`config.mk`:
```
export PLATFORM = sky130hd
export DESIGN_NAME = fault_vec_intc
export DESIGN_NICKNAME = d
export VERILOG_FILES = /design/src/rtl/fault_vec_intc.sv
export SDC_FILE = /design/constraint.sdc
export NUM_CORES = 1
export LEC_CHECK = 0
export ABC_AREA = 1
export BUFFER_PORTS_ARGS = -buffer_cell sky130_fd_sc_hd__buf_2
export CORE_AREA = 10 10 85 87
export DETAILED_ROUTE_END_ITERATION = 7
export DIE_AREA = 0 0 95 97
export PLACE_DENSITY_LB_ADDON = 0.3
export SYNTH_ARGS = -nofsm -noshare
export SYNTH_HDL_FRONTEND = slang
export SYNTH_SLANG_ARGS = --single-unit
```
`constraint.sdc`:
```
create_clock -name clk -period 4.4 [get_ports clk]
set_clock_uncertainty 0.1 [all_clocks]
set_input_delay 1.1 -clock clk [delete_from_list [all_inputs] [get_ports clk]]
set_output_delay 1.1 -clock clk [all_outputs]
set_load 0.01 [all_outputs]
```
`src/rtl/fault_vec_intc.sv`:
```
module fault_vec_intc #(
  parameter int N_EXT = 8,
  parameter int VW    = 8
) (
  input  logic             clk,
  input  logic             rst_n,
  input  logic             timer_tick,
  input  logic [14:0]      fault_lines,
  input  logic [N_EXT-1:0] ext_irq,
  input  logic             swi_valid,
  input  logic [3:0]       swi_num,
  input  logic             global_en,
  input  logic             irq_ack,
  output logic             irq_req,
  output logic [VW-1:0]    irq_vector
);
  localparam int NV = 16 + N_EXT;
  localparam int IW = $clog2(NV);

  logic [NV-1:0] raw, raw_q, pend, pend_d, rise, swi_hot, clr;
  logic [IW-1:0] cur_vec, best;
  logic          cur_valid, take;

  assign raw     = {ext_irq, fault_lines, timer_tick};
  assign rise    = raw & ~raw_q;
  assign swi_hot = swi_valid ? (NV'(1) << swi_num) : '0;
  assign irq_req = cur_valid & global_en;
  assign take    = irq_ack & irq_req;
  assign clr     = take ? (NV'(1) << cur_vec) : '0;
  assign pend_d  = (pend & ~clr) | rise | swi_hot;

  always_comb begin
    best = '0;
    for (int i = NV - 1; i >= 0; i--)
      if (pend[i]) best = IW'(i);
  end

  always_ff @(posedge clk or negedge rst_n) begin
    if (!rst_n) begin
      raw_q     <= '0;
      pend      <= '0;
      cur_vec   <= '0;
      cur_valid <= 1'b0;
    end else begin
      raw_q <= raw;
      pend  <= pend_d;
      if (take) begin
        cur_valid <= 1'b0;
      end else if (!irq_req) begin
        cur_valid <= |pend;
        cur_vec   <= best;
      end
    end
  end

  assign irq_vector = VW'(cur_vec);

  AST_VEC_STABLE: assert property (@(posedge clk) disable iff (!rst_n)
    (irq_req && !irq_ack) |=> (!irq_req || $stable(irq_vector)));
  AST_ACK_DROPS: assert property (@(posedge clk) disable iff (!rst_n)
    (irq_req && irq_ack) |=> !irq_req);
  AST_ACK_CLEARS: assert property (@(posedge clk) disable iff (!rst_n)
    (irq_req && irq_ack && !rise[cur_vec] && !(swi_valid && IW'(swi_num) == cur_vec))
    |=> !pend[$past(cur_vec)]);
  AST_REQ_PENDING: assert property (@(posedge clk) disable iff (!rst_n)
    irq_req |-> (cur_vec < IW'(NV) && pend[cur_vec]));
  AST_TIMER_CAPTURE: assert property (@(posedge clk) disable iff (!rst_n)
    $rose(timer_tick) |=> pend[0]);
  AST_IGNORED_ACK: assert property (@(posedge clk) disable iff (!rst_n)
    (irq_ack && !irq_req) |=> (($past(pend) & ~pend) == '0));
  AST_MASK_KEEPS: assert property (@(posedge clk) disable iff (!rst_n)
    !global_en |=> (($past(pend) & ~pend) == '0));
endmodule

```
; ---- Yosys cells after proc, flatten, opt, wreduce, memory -nomap -nowiden
; Cells that the tools add are included.
[op_classes]
div_mod_pow = 0
mul = 0
add_sub_neg = 0
order_cmp = 0
n_bitwise = 10
shifts = 2
n_eq_ne = 1
reduce_logical = 2
muxes = 28
[op_table]
columns = operator, n
row1 = $mux 5, 24
row2 = $and 24x24->24, 2
row3 = $mux 24, 2
row4 = $not 24->24, 2
row5 = $or 24x24->24, 2
row6 = $reduce_or 24->1, 1
row7 = $shl 1x4->24 const A, 1
row8 = $shl 1x5->24 const A, 1
row9 = $and 1x1->1, 2
row10 = $mux 1, 2
row11 = $ne 2x1->1 const B, 1
row12 = $not 1->1, 2
row13 = $reduce_and 2->1, 1
[word_totals]
mem_bits_ro = 0
ram_bits = 0
inputBits = 33
out_inout_bits = 9
latchBits = 0
wordCells = 47
n_memories = 0
reg_bits = 54

; ---- Logic depth before layout (Yosys ltp)
[logic_depth]
depth_word = 24
ltp_mapped = 25
mapped_depth_nobuf = 25

; ---- Worst setup path before layout
; Ideal clock, no wire load.
[synth_path]
path_kind = input port to output port
startpoint = in global_en
endpoint = out irq_req
path_slack_ns = 1.895
stages = 2
arrival_time_ns = 1.305
cell_sequence = nand2_1 inv_2
[synth_between]
elab_chain_cells = 1
[synth_rtl]
columns = element, line
row1 = start: declaration, 12  ; input logic global_en,
row2 = $and 1x1->1, 27  ; assign irq_req = cur_valid & global_en;
row3 = end: declaration, 14  ; output logic irq_req,
; No other way between the ends.

; ---- Worst setup path after layout
; Ends and elaborated chain as after synthesis.

==> run metrics <==
CTS max path bufs 2; post-synthesis sequential area ratio 56.3%; Static Leakage 1.38 nW; final wirelength 5270 um; worst skew pair latency 300 ps; hpwl dp 4330 um; Core ar. 5470 um^2; clk sinks 54; hold_buf cts 0; CP max FO 7; Starting DRT DRC Count 102; minimum clock period 2760 ps; vias in the first global route 1837; maximum vdd ir drop 131 uV; Power Internal 0.000660 W; Required @ worst endpoint 3200 ps; Yosys reg bits 54; clock power share 30.8%; critical path class in2out; antenna violations before repair 0; Boundary Pins 42; CTS buffer count 5; Commonest cells post-synth 69 x nand2_1, 55 x inv_1, 54 x dfrtp_1; Main synth FF type dfrtp_1; antenna diode count 0; initial core utilization 43.9%; largest net degree at the start of global routing 32; P&R area growth vs syn 14.6%; HP Start raw_q[18]$_DFF_PN0_; Synth Instances 280; Critical Path Sink Type output pin; Slew Viols, Final 0; Slew HR 64.3%; # Max-Cap Violations 0; CTS tree yes; Endpoint, Worst Hold pend[18]$_DFF_PN0_; gr ovfl total 0; # nets final 357; Yosys cell types 24; RD Place Congestion 0.983; Worst Tran Pin Value 536 ps; WHS 319 ps; post-CTS setup buffers 0; Die Y-Extent 97 um; r2r endpoint cur_vec[0]$_DFFE_PN0P_; Max Fclk 363 MHz; Crit path arrival time 1560 ps; Seq pwr share 60.4%; Final TNS setup 0 ps; top cells by area, synth dfrtp_1 56%, nand2_1 11%, inv_1 8.6%; first-pass GRT wire length 8660 um; mapped cell area 2400 um^2; Final Power 0.000867 W; post-route ant nets 0; R2R depth 24; clk slew on worst S/H paths 90 ps; Root Buffer clkbuf_8; IO buf count 38; Mean Syn Cell Area 8.58 um^2; worst hold stages 1; post-synth top area share 56.3%; Hold Path Class reg2reg; drt drc 0; share of cells above drive strength 1 16.1%; htree depth 2; Setup-failing EPs final 0; switching share of power 23.9%; outcome completed; combinational share of power 8.8%; Pwr Density 315 nW/um^2; r2r startpoint pend[21]$_DFF_PN0_; via/cell ratio 4.74; Core Rows 27; RSZ-0062 raised after global routing false; WL per Instance 13.3 um; die width 95 um; Yosys Warn Count 0; DR pass1 iterations 4; Die ar. 9220 um^2; gr usage total 12.0%; EDFF count, synth 0; reported net switching power 0.000207 W; Tcrit/Tclk final 62.6%; CTS resizes 0; Vias 1872; Setup crit start kind input port; final-report hold violation count 0; most frequent cell after synthesis nand2_1; Post-synth ARST share 100%; cell taking the most area after synthesis dfrtp_1; reg-to-reg setup timing slack 2590 ps
==> final cells by class <==
class	instances	area [um^2]
Inverter	61	256
Multi-Input combinational cell	163	776
Fill cell	548	2720
Tap cell	72	90.1
Clock buffer	6	82.6
Timing Repair Buffer	39	198
Sequential cell	54	1350
==> cell families (layout without fill, tap and decap cells) <==
group,count (synthesis),count (layout),share of synthesized area [%]
other,1,3,0.156
flip-flops,54,54,56.3
AO/OA/AOI/OAI,50,50,13.0
buffers and inverters,65,106,11.8
AND/OR/NAND/NOR,110,110,18.9
==> worst max path at each step <==
stage                         start       to  slack, ps  depth (start not counted)
after floorplan           global_en  irq_req       1900                          2
after global placement    global_en  irq_req       1650                          4
after detailed placement  global_en  irq_req       1640                          4
after CTS                 global_en  irq_req       1640                          4
after global routing      global_en  irq_req       1610                          4
final                     global_en  irq_req       1640                          4
==> power by group through the flow <==
stage	Combinational (W)	Sequential, W	Clock [W]
6_report	0.0000760	0.000523	0.000267
5_1_grt	0.0000875	0.000525	0.000292
4_1_cts	0.0000772	0.000523	0.000272
3_3_place_gp	0.0000761	0.000533	0
3_5_place_dp	0.0000769	0.000533	0
2_1_floorplan	0.0000350	0.000532	0
==> state kept, by name, indices dropped and copies added, names as in the netlist <==
| name | flops |
|---|---|
| cur_vec | 5 |
| cur_valid | 1 |
| raw_q | 24 |
| pend | 24 |
==> per-layer routing <==
| layer | GRT usage [%] | vias to the layer above | part of all wire [%] |
|---|---|---|---|
| li1 | - | 976 | - |
| met1 | 15.5 | 843 | 47 |
| met2 | 18.1 | 47 | 45 |
| met3 | 4.16 | 6 | 6.9 |
| met4 | 3.78 | 0 | 1.3 |
| met5 | 0 | - | 0 |
==> stage by stage <==
stage / instance area (um^2) / std cells / util, % / setup slack [ps]
final: 2750 / 395 / 50.3 / 1640
after global routing: 2750 / 395 / 50.3 / 1610
after CTS: 2750 / 395 / 50.3 / 1640
after detailed placement: 2670 / 389 / 48.8 / 1640
after global placement: 2670 / 389 / 48.8 / 1650
after floorplan: 2410 / 282 / - / 1900
==> worst max-delay path: stages <==
cell     delay [ps]
buf_2            90
nand2_1         120
inv_2           100
buf_2           150
==> layout by cell type, fill, tap and decap left out, types with 2 or more instances in the layout <==
| master | count |
|---|---|
| o211ai_1 | 14 |
| buf_2 | 38 |
| nand2_1 | 69 |
| bufinv_8 | 2 |
| nand3_1 | 7 |
| a21oi_1 | 2 |
| nor4_1 | 2 |
| o22ai_1 | 2 |
| nor2_1 | 13 |
| a221o_1 | 2 |
| inv_2 | 3 |
| nor3_1 | 17 |
| dfrtp_1 | 54 |
| o21ai_1 | 9 |
| clkbuf_8 | 6 |
| a31oi_1 | 2 |
| o21ai_0 | 16 |
| inv_1 | 55 |
| conb_1 | 3 |
| nor2_2 | 2 |
Power figures use the tool's default switching activity.
